`config.mk`:
```
export PLATFORM = sky130hd
export DESIGN_NAME = tdm_audio_tx
export DESIGN_NICKNAME = d
export VERILOG_FILES = /design/src/rtl/tdm_tx_pkg.sv /design/src/rtl/tdm_fifo.sv /design/src/rtl/tdm_sck_gen.sv /design/src/rtl/tdm_frame_seq.sv /design/src/rtl/tdm_audio_tx.sv
export SDC_FILE = /design/constraint.sdc
export NUM_CORES = 1
export LEC_CHECK = 0
export ABC_CLOCK_PERIOD_IN_PS = 6100
export BUFFER_PORTS_ARGS = -buffer_cell sky130_fd_sc_hd__buf_2
export CAP_MARGIN = 20
export CORE_MARGIN = 2
export CORE_UTILIZATION = 50
export DETAILED_ROUTE_END_ITERATION = 7
export MAX_ROUTING_LAYER = met4
export PLACE_DENSITY = 0.64
export SLEW_MARGIN = 20
export SYNTH_ARGS = -nofsm -noshare
export SYNTH_HDL_FRONTEND = slang
export SYNTH_SLANG_ARGS = --single-unit
```
`constraint.sdc`:
```
create_clock -name clk -period 6.1 [get_ports clk]
set_input_delay 0.915 -clock clk [delete_from_list [all_inputs] [get_ports clk]]
set_output_delay 0.915 -clock clk [all_outputs]
set_load 0.02 [all_outputs]
```
`src/rtl/tdm_tx_pkg.sv`:
```
package tdm_tx_pkg;

    localparam int SAMPLE_W    = 32;
    localparam int WLEN_W      = $clog2(SAMPLE_W);
    localparam int SLEN_W      = WLEN_W + 1;
    localparam int SLOT_IDX_W  = 3;
    localparam int FRAME_BIT_W = SLOT_IDX_W + SLEN_W + 1;

    typedef logic [SAMPLE_W-1:0] sample_t;

    typedef struct packed {
        logic [WLEN_W-1:0]     word_m1;
        logic [SLEN_W-1:0]     slot_len_m1;
        logic [SLOT_IDX_W-1:0] slots_m1;
        logic                  right_just;
        logic                  short_sync;
    } frame_cfg_t;

    typedef struct packed {
        logic [SLOT_IDX_W-1:0]  slot;
        logic [SLEN_W-1:0]      bitpos;
        logic [FRAME_BIT_W-1:0] fbit;
    } frame_pos_t;

    // Total bit times in one frame
    function automatic logic [FRAME_BIT_W-1:0] frame_len(input frame_cfg_t c);
        logic [FRAME_BIT_W-1:0] a;
        logic [FRAME_BIT_W-1:0] b;
        a = FRAME_BIT_W'(c.slots_m1) + FRAME_BIT_W'(1);
        b = FRAME_BIT_W'(c.slot_len_m1) + FRAME_BIT_W'(1);
        return a * b;
    endfunction

    // Serial bit for position b of a slot holding sample s
    function automatic logic slot_bit(input sample_t s, input frame_cfg_t c,
                                      input logic [SLEN_W-1:0] b);
        logic [SLEN_W:0] off;
        logic [SLEN_W:0] rel;
        off = c.right_just ? ({1'b0, c.slot_len_m1} - {2'b00, c.word_m1}) : '0;
        rel = {1'b0, b} - off;
        if (({1'b0, b} < off) || (rel > {2'b00, c.word_m1}))
            return 1'b0;
        return s[c.word_m1 - rel[WLEN_W-1:0]];
    endfunction

    // Un-inverted frame sync level for frame bit position fb
    function automatic logic sync_level(input frame_cfg_t c,
                                        input logic [FRAME_BIT_W-1:0] fb);
        logic [FRAME_BIT_W-1:0] half;
        half = frame_len(c) >> 1;
        return c.short_sync ? (fb == '0) : (fb < half);
    endfunction

endpackage

```
`src/rtl/tdm_fifo.sv`:
```
module tdm_fifo #(
    parameter int DEPTH = 8,
    parameter int WIDTH = 32,
    localparam int PTR_W = (DEPTH > 1) ? $clog2(DEPTH) : 1,
    localparam int LVL_W = $clog2(DEPTH + 1)
) (
    input  logic             clk,
    input  logic             rst,
    input  logic             push,
    input  logic [WIDTH-1:0] push_data,
    input  logic             pop,
    output logic [WIDTH-1:0] head,
    output logic [LVL_W-1:0] level,
    output logic             full,
    output logic             empty
);

    logic [WIDTH-1:0] mem [DEPTH];
    logic [PTR_W-1:0] wr_ptr;
    logic [PTR_W-1:0] rd_ptr;

    function automatic logic [PTR_W-1:0] bump(input logic [PTR_W-1:0] p);
        return (p == PTR_W'(DEPTH - 1)) ? '0 : p + PTR_W'(1);
    endfunction

    assign full  = (level == LVL_W'(DEPTH));
    assign empty = (level == '0);
    assign head  = mem[rd_ptr];

    always_ff @(posedge clk) begin
        if (push)
            mem[wr_ptr] <= push_data;
    end

    always_ff @(posedge clk) begin
        if (rst) begin
            wr_ptr <= '0;
            rd_ptr <= '0;
            level  <= '0;
        end else begin
            if (push)
                wr_ptr <= bump(wr_ptr);
            if (pop)
                rd_ptr <= bump(rd_ptr);
            case ({push, pop})
                2'b10:   level <= level + LVL_W'(1);
                2'b01:   level <= level - LVL_W'(1);
                default: level <= level;
            endcase
        end
    end

endmodule

```
`src/rtl/tdm_sck_gen.sv`:
```
module tdm_sck_gen #(
    parameter int DIV_W = 8
) (
    input  logic             clk,
    input  logic             rst,
    input  logic             run,
    input  logic [DIV_W-1:0] half_m1,
    output logic             sck_lvl,
    output logic             fall_step
);

    logic [DIV_W-1:0] cnt;
    logic             tick;

    assign tick      = run && (cnt == half_m1);
    assign fall_step = tick && sck_lvl;

    always_ff @(posedge clk) begin
        if (rst || !run) begin
            cnt     <= '0;
            sck_lvl <= 1'b1;
        end else if (tick) begin
            cnt     <= '0;
            sck_lvl <= !sck_lvl;
        end else begin
            cnt     <= cnt + DIV_W'(1);
        end
    end

endmodule

```
`src/rtl/tdm_frame_seq.sv`:
```
module tdm_frame_seq
    import tdm_tx_pkg::*;
#(
    parameter int NUM_PAIRS = 4
) (
    input  logic                            clk,
    input  logic                            rst,
    input  logic                            run,
    input  logic                            step,
    input  frame_cfg_t                      cfg,
    input  logic [NUM_PAIRS-1:0]            pair_on,
    input  logic [NUM_PAIRS-1:0]            pair_mono,
    input  logic [NUM_PAIRS*SLOT_IDX_W-1:0] pair_slot,
    input  logic                            fifo_empty,
    input  sample_t                         fifo_head,
    output logic                            fifo_pop,
    output logic                            sd_int,
    output logic                            ws_int,
    output logic                            starved
);

    frame_pos_t           pos;
    sample_t              held;
    sample_t              now_sample;
    logic [NUM_PAIRS-1:0] hit;
    logic                 owned;
    logic                 slot_head;
    logic                 last_bit;
    logic                 last_slot;

    for (genvar p = 0; p < NUM_PAIRS; p++) begin : g_pair
        logic [SLOT_IDX_W-1:0] base;
        assign base   = pair_slot[p*SLOT_IDX_W +: SLOT_IDX_W];
        assign hit[p] = pair_on[p] &&
                        ((pos.slot == base) ||
                         (!pair_mono[p] && ({1'b0, pos.slot} == ({1'b0, base} + 1'b1))));
    end

    assign owned     = |hit;
    assign slot_head = (pos.bitpos == '0);
    assign last_bit  = (pos.bitpos == cfg.slot_len_m1);
    assign last_slot = (pos.slot == cfg.slots_m1);
    assign fifo_pop  = step && slot_head && owned && !fifo_empty;

    always_comb begin
        if (!slot_head)
            now_sample = held;
        else if (owned && !fifo_empty)
            now_sample = fifo_head;
        else
            now_sample = '0;
    end

    always_ff @(posedge clk) begin
        if (rst || !run) begin
            pos     <= '0;
            held    <= '0;
            sd_int  <= 1'b0;
            ws_int  <= 1'b0;
            starved <= 1'b0;
        end else if (step) begin
            sd_int <= slot_bit(now_sample, cfg, pos.bitpos);
            ws_int <= sync_level(cfg, pos.fbit);
            held   <= now_sample;
            if (slot_head && owned && fifo_empty)
                starved <= 1'b1;
            if (!last_bit) begin
                pos.bitpos <= pos.bitpos + SLEN_W'(1);
                pos.fbit   <= pos.fbit + FRAME_BIT_W'(1);
            end else begin
                pos.bitpos <= '0;
                if (last_slot) begin
                    pos.slot <= '0;
                    pos.fbit <= '0;
                end else begin
                    pos.slot <= pos.slot + SLOT_IDX_W'(1);
                    pos.fbit <= pos.fbit + FRAME_BIT_W'(1);
                end
            end
        end
    end

endmodule

```
`src/rtl/tdm_audio_tx.sv`:
```
module tdm_audio_tx
    import tdm_tx_pkg::*;
#(
    parameter int NUM_PAIRS  = 4,
    parameter int FIFO_DEPTH = 8,
    parameter int DIV_W      = 8,
    localparam int LVL_W     = $clog2(FIFO_DEPTH + 1)
) (
    input  logic                            clk,
    input  logic                            rst,
    input  logic                            cfg_enable,
    input  logic [WLEN_W-1:0]               cfg_word_len_m1,
    input  logic [SLEN_W-1:0]               cfg_slot_len_m1,
    input  logic [SLOT_IDX_W-1:0]           cfg_slot_cnt_m1,
    input  logic                            cfg_right_just,
    input  logic                            cfg_short_sync,
    input  logic                            cfg_sck_invert,
    input  logic                            cfg_ws_invert,
    input  logic [DIV_W-1:0]                cfg_sck_div,
    input  logic [NUM_PAIRS-1:0]            cfg_pair_on,
    input  logic [NUM_PAIRS-1:0]            cfg_pair_mono,
    input  logic [NUM_PAIRS*SLOT_IDX_W-1:0] cfg_pair_slot,
    input  logic [LVL_W-1:0]                cfg_req_thresh,
    input  logic                            s_valid,
    input  logic [SAMPLE_W-1:0]             s_data,
    output logic                            s_ready,
    output logic                            dma_req,
    output logic                            underrun,
    output logic                            sck_o,
    output logic                            ws_o,
    output logic                            sd_o
);

    frame_cfg_t       fcfg;
    sample_t          fifo_head;
    logic [LVL_W-1:0] fifo_level;
    logic             fifo_full;
    logic             fifo_empty;
    logic             fifo_pop;
    logic             fifo_push;
    logic             sck_lvl;
    logic             fall_step;
    logic             sd_int;
    logic             ws_int;

    assign fcfg.word_m1     = cfg_word_len_m1;
    assign fcfg.slot_len_m1 = cfg_slot_len_m1;
    assign fcfg.slots_m1    = cfg_slot_cnt_m1;
    assign fcfg.right_just  = cfg_right_just;
    assign fcfg.short_sync  = cfg_short_sync;

    assign s_ready   = !fifo_full;
    assign fifo_push = s_valid && !fifo_full;
    assign dma_req   = (fifo_level <= cfg_req_thresh);

    tdm_fifo #(
        .DEPTH (FIFO_DEPTH),
        .WIDTH (SAMPLE_W)
    ) u_fifo (
        .clk       (clk),
        .rst       (rst),
        .push      (fifo_push),
        .push_data (s_data),
        .pop       (fifo_pop),
        .head      (fifo_head),
        .level     (fifo_level),
        .full      (fifo_full),
        .empty     (fifo_empty)
    );

    tdm_sck_gen #(
        .DIV_W (DIV_W)
    ) u_sck (
        .clk       (clk),
        .rst       (rst),
        .run       (cfg_enable),
        .half_m1   (cfg_sck_div),
        .sck_lvl   (sck_lvl),
        .fall_step (fall_step)
    );

    tdm_frame_seq #(
        .NUM_PAIRS (NUM_PAIRS)
    ) u_seq (
        .clk        (clk),
        .rst        (rst),
        .run        (cfg_enable),
        .step       (fall_step),
        .cfg        (fcfg),
        .pair_on    (cfg_pair_on),
        .pair_mono  (cfg_pair_mono),
        .pair_slot  (cfg_pair_slot),
        .fifo_empty (fifo_empty),
        .fifo_head  (fifo_head),
        .fifo_pop   (fifo_pop),
        .sd_int     (sd_int),
        .ws_int     (ws_int),
        .starved    (underrun)
    );

    assign sck_o = sck_lvl ^ cfg_sck_invert;
    assign ws_o  = ws_int ^ cfg_ws_invert;
    assign sd_o  = sd_int;

endmodule

```
Yosys cells after proc, flatten, opt, wreduce, memory -nomap -nowiden --
Memories as Yosys holds them, arrays and structs flattened. A register that Yosys moved wholly into a read port is not among the register bits. Cells that the tools add are included.
Word-level totals: word-level logic and storage cells 114, RAM bits 256, memories 1, flip-flop bits (word level) 73, bits of input ports 86, output and inout bits 6
Memories:
- u_fifo.mem | depth 8, bits a word 32, rd ports 1, clocked after memory_dff 1, wr ports 1, line tdm_fifo.sv:18 | logic [WIDTH-1:0] mem [DEPTH];
Operators by class: $lt $le $gt $ge 5, mux-type cells 21, eq/ne operators 16, reductions and logical operators 39, add/sub/neg operators 17, multipliers 1, bitwise logic cells 2
Operator list (count):
- 2-to-1 mux 32 bit | 2
- adder 3 x 1 -> 4 bit, second input constant | 5
- logical AND 1 bit | 17
- == test 3 x 4 -> 1 bit | 4
- 2-to-1 mux 16 bit | 1
- == test 3 bit | 5
- 2-to-1 mux 3 bit | 5
- adder 10 x 1 -> 10 bit, second input constant | 1
- logical NOT 10 bit | 1
- less-than comparator 10 x 9 -> 1 bit | 1
- multiplier 10 x 10 -> 10 bit | 1
- 2-to-1 mux 10 bit | 1
- adder 3 x 1 -> 3 bit, second input constant | 3
- 2-to-1 mux 1 bit | 9
- adder 8 x 1 -> 8 bit, second input constant | 1
- == test 8 bit | 1
- logical NOT 1 bit | 8
- one-hot mux 4 bit (2 select lines) | 1
- adder 6 x 1 -> 7 bit, second input constant | 1
- > comparator 7 x 5 -> 1 bit | 1
- less-than comparator 6 x 7 -> 1 bit | 1
- 2-to-1 mux 7 bit | 1
- subtractor 6 x 5 -> 7 bit | 1
- subtractor 6 x 7 -> 7 bit | 1
- other kinds (20) | 28

Longest topological paths before layout --
word-level depth 12, gate-level depth with buffers 19, gate-level depth less buffers 19

Cells and area by module --
A second synthesis with hierarchy kept.
Unflattened totals: cells, all modules 1143, area, all modules 16054.1 um^2
By module, submodules not included:
- tdm_fifo | area each 10418.7 um^2, times used 1, cells an instance 443, sequential area each 7947.6 um^2
- tdm_frame_seq | area each 5057.4 um^2, times used 1, cells an instance 634, sequential area each 1081.0 um^2
- tdm_sck_gen | area each 450.4 um^2, times used 1, cells an instance 49, sequential area each 180.2 um^2
- tdm_audio_tx | area each 127.6 um^2, times used 1, cells an instance 17, sequential area each 0.0 um^2

Worst setup path after synthesis --
Ideal clock, no wire load.
path kind input -> register, from input port cfg_slot_cnt_m1[0], to register u_seq.ws_int, path slack 1.289 ns, data required time 6.030 ns, arrival time 4.741 ns, stages on the path 18, cell sequence ha_1 -> xnor2_1 -> nand2b_1 -> fa_1 -> fa_1 -> inv_1 -> ha_1 -> a21o_1 -> a21oi_1 -> o21bai_1 -> a21oi_1 -> o21bai_1 -> a21oi_1 -> xnor2_1 -> ha_1 -> a2111oi_0 -> o21ai_1 -> a21oi_1
On the way: longest elaborated chain between the ends 4
RTL lines:
- start: declaration | line tdm_audio_tx.sv:14 | input logic [SLOT_IDX_W-1:0] cfg_slot_cnt_m1,
- adder 3 x 1 -> 4 bit | line tdm_tx_pkg.sv:29 | a = FRAME_BIT_W'(c.slots_m1) + FRAME_BIT_W'(1);
- multiplier 10 x 10 -> 10 bit | line tdm_tx_pkg.sv:31 | return a * b;
- less-than comparator 10 x 9 -> 1 bit | line tdm_tx_pkg.sv:51 | return c.short_sync ? (fb == '0) : (fb < half);
- 2-to-1 mux 1 bit | line tdm_tx_pkg.sv:51
- end signal: assignment | line tdm_frame_seq.sv:63 | ws_int <= sync_level(cfg, pos.fbit);
- end: declaration | line tdm_frame_seq.sv:18 | output logic ws_int,
No other way between the ends. A chain may end at the register's enable or synchronous reset.

Worst setup path in the final report --
Ends and elaborated chain as after synthesis.

==> impl_results.md <==
- DIE AREA: 33300 µm²
- Total wire length: 33.4 mm
- Ys Warns: 0
- # port buffers: 91
- Core Box Area: 31500 µm²
- Leakage: 0.00630 µW
- Largest net degree at the start of global routing: 37
- Residual DRC: 0
- Min-Delay Path Class: reg -> reg
- Syn Area/Cell: 13.2 µm²
- Commonest cells post-synth: edfxtp_1, nand2_1, dfxtp_1
- Post-Synthesis Cells: 1208
- Reg2Reg Depth: 14
- Vias in the first global route: 9718
- CTS max path bufs: 3
- Placed cell areas: 16800 µm²
- GPL Wtd Cong: 0.835
- Remaining antenna violation count: 0
- PwrDens: 286 nW/µm²
- Max incr delay on CP: 0.55 ns
- Crit path time final: 4.83 ns
- Crit path buf inv count: 2
- Post-synth EDFFs: 256
- Nets@finish: 1465
- Sequential fraction of the synthesis area: 57.7%
- Die boundary height: 183 µm
- Status: finished clean
- Crit path max fanout: 9
- CTS root buffer: clkbuf_16
- Synth-to-layout area growth: 12.5%
- Setup CP Type: in -> reg
- Fin crit share: 79.1%
- Worst EP required: 6.55 ns
- # setup viols final: 0
- FF-to-FF setup slack: 2.17 ns
- Drt first pass iters: 5
- Setup TNS: 0 ns
- Initial Utilization: 50.7%
- Synth Net Count: 1372
- Total GRT Usage: 21.0%
- Final count of pins violating max slew: 0
- Max_cap viols: 0
- Global-route wire length before repair: 53.1 mm
- Cell breakdown of the critical path: buf_2, ha_1, xnor2_1, nand2b_1, fa_1, fa_1, inv_1, ha_1, a21o_1, a21oi_1, o21bai_1, a21oi_1, o21bai_1, a21oi_1, xnor2_1, ha_1, a2111oi_0, o21ai_1, a21oi_1
- CTS tree: built
- Worst setup EP type: flip-flop
- Critical path depth: 19
- H-tree lvl count: 2
- Startpoint types: input port
- Most common cell in the synthesized netlist: edfxtp_1
- VDD IR max: 0.227 mV
- Crit Reg-Reg Endpoint: u_seq.sd_int$_SDFFE_PP0P_
- Reg clk slew, reported paths: 0.06 ns
- Max frequency: 207 MHz
- Die width: 183 µm
- Reg2reg start: u_seq.pos[10]$_SDFFE_PP0P_
- Synthesized flop and latch total: 332
- FP Rows: 65
- Crit-path most repeated cell: a21oi_1
- Synth top area cells: edfxtp_1, dfxtp_1, ha_1
- Vias: 9733
- Clock buffer count from CTS: 35
- Top-Level Pins: 92
- Top-area cell type share of the netlist area: 48.2%
- Final Hold Fails: 0
- HPWL after DPL: 21.3 mm
- Post-CTS setup buffers: 0
- Design Area, Final: 17900 µm²
- Share of layout cells above drive strength 1: 17.6%
- Post-synth cell types: 62
- CP max stage cell: fa_1
- Clk_lat worst skew: 0.52 ns
- Cell Area, Synth: 16000 µm²
- WL/cell: 19.3 µm
- Origin of the worst setup path: cfg_slot_cnt_m1[0]
- Avg Vias per Cell: 5.62
- Slew margin rel.: 27.4%
- RSZ-0062 raised after global routing: false
- Num Clock Sinks: 332
- Overflow after GRT: 0
- Ys flop type: edfxtp_1
- Yosys top cell by area: edfxtp_1
- Arrival @ worst endpoint: 5.28 ns
- Measured slew at the worst slew-check pin: 1.08 ns
- Post-cts resize count: 0
- Initial antenna violation count: 2
- Top delay family on crit path: adder cells
- Clock Skews: 0.0164 ns
- Worst setup path endpoint: u_seq.ws_int$_SDFFE_PP0P_
- Initial drt markers: 729
- Hold-fix buffers at CTS: 0
- Fraction of registers with async set/reset: 0%
power by group:
part           switching, µW  internal, µW  leakage [µW]
sequential              12.3          2470       0.00294
combinational            326           221       0.00280
clock                    854          1240      0.000559
total                   1190          3930       0.00630
logic make-up (layout without fill, tap and decap cells):
family | after synthesis | in the layout | synth area share, %
flip-flops | 332 | 332 | 57.7
AND/OR/NAND/NOR | 318 | 318 | 9.49
AO/OA/AOI/OAI | 183 | 183 | 7.78
multiplexers | 112 | 112 | 10.6
buffers and inverters | 102 | 221 | 3.06
XOR/XNOR | 83 | 83 | 4.56
adder cells (fa/ha/maj) | 78 | 78 | 6.78
other | 0 | 2 | 0
cell usage in the layout, fill, tap and decap left out, types with 10 or more instances in the layout:
cell,count
nor2b_1,22
xor2_1,37
buf_4,16
a21o_1,16
buf_2,91
edfxtp_1,256
mux4_2,35
mux2i_1,55
ha_1,64
dfxtp_1,73
mux2_2,15
a211oi_1,28
a221oi_1,17
nand3_1,17
nand4_1,10
nor2_1,68
nand2_1,114
nor4_1,10
inv_1,50
clkbuf_16,35
a21oi_1,63
nor3_1,16
xnor2_1,46
fa_1,14
nand2b_1,19
routing by layer:
| layer | vias up | share of wire [%] | track usage (%) |
|---|---|---|---|
| li1 | 4703 | - | - |
| met1 | 4781 | 45 | 28.0 |
| met2 | 205 | 48 | 34.5 |
| met3 | 44 | 4.5 | 3.05 |
| met4 | 0 | 1.8 | 4.58 |
| met5 | - | 0 | - |
tightest hold or removal path: stages, from the launching register on:
cell	delay, ns
dfxtp_1	0.32
nand2_1	0.06
a21oi_1	0.05
flip-flops by register name (all words and copies together), names as in the netlist, named ones only:
register / cells
u_fifo.mem: 256
u_seq.held: 32
u_seq.pos: 19
u_sck.cnt: 8
u_fifo.level: 4
u_fifo.rd_ptr: 3
u_fifo.wr_ptr: 3
u_sck.sck_lvl: 1
u_seq.sd_int: 1
u_seq.starved: 1
u_seq.ws_int: 1
area by class of cell:
class / count / area (µm²)
Antenna cell: 2 / 5.00
Clock buffer: 47 / 953
Clock inverter: 16 / 193
Fill cell: 2554 / 13500
Inverter: 51 / 191
Multi-Input combinational cell: 774 / 6310
Sequential cell: 332 / 9220
Tap cell: 402 / 503
Timing Repair Buffer: 107 / 576
through the flow:
stage,std cells,hold slack [ns],utilization (%),power (µW),setup slack [ns]
4_1_cts,1729,0.470,57.0,5170,1.29
3_5_place_dp,1666,0.461,53.3,3080,0.767
2_1_floorplan,1208,0.442,-,2910,1.29
6_report,1731,0.469,57.0,5120,1.27
3_3_place_gp,1666,0.449,53.3,3070,0.872
5_1_grt,1731,0.493,57.0,5330,0.887
worst min-delay path by stage:
stage | start | to | slack, ns | depth (start not counted)
finish | u_seq.held[1]$_SDFFE_PP0P_ | u_seq.held[1]$_SDFFE_PP0P_ | 0.47 | 2
global route | u_seq.held[1]$_SDFFE_PP0P_ | u_seq.held[1]$_SDFFE_PP0P_ | 0.49 | 2
CTS | u_seq.held[19]$_SDFFE_PP0P_ | u_seq.held[19]$_SDFFE_PP0P_ | 0.47 | 2
detailed placement | u_seq.held[19]$_SDFFE_PP0P_ | u_seq.held[19]$_SDFFE_PP0P_ | 0.46 | 2
global placement | u_seq.starved$_SDFFE_PP0P_ | u_seq.starved$_SDFFE_PP0P_ | 0.45 | 2
floorplan | u_seq.held[10]$_SDFFE_PP0P_ | u_seq.held[10]$_SDFFE_PP0P_ | 0.44 | 2
(Power assumes the default switching activity.)
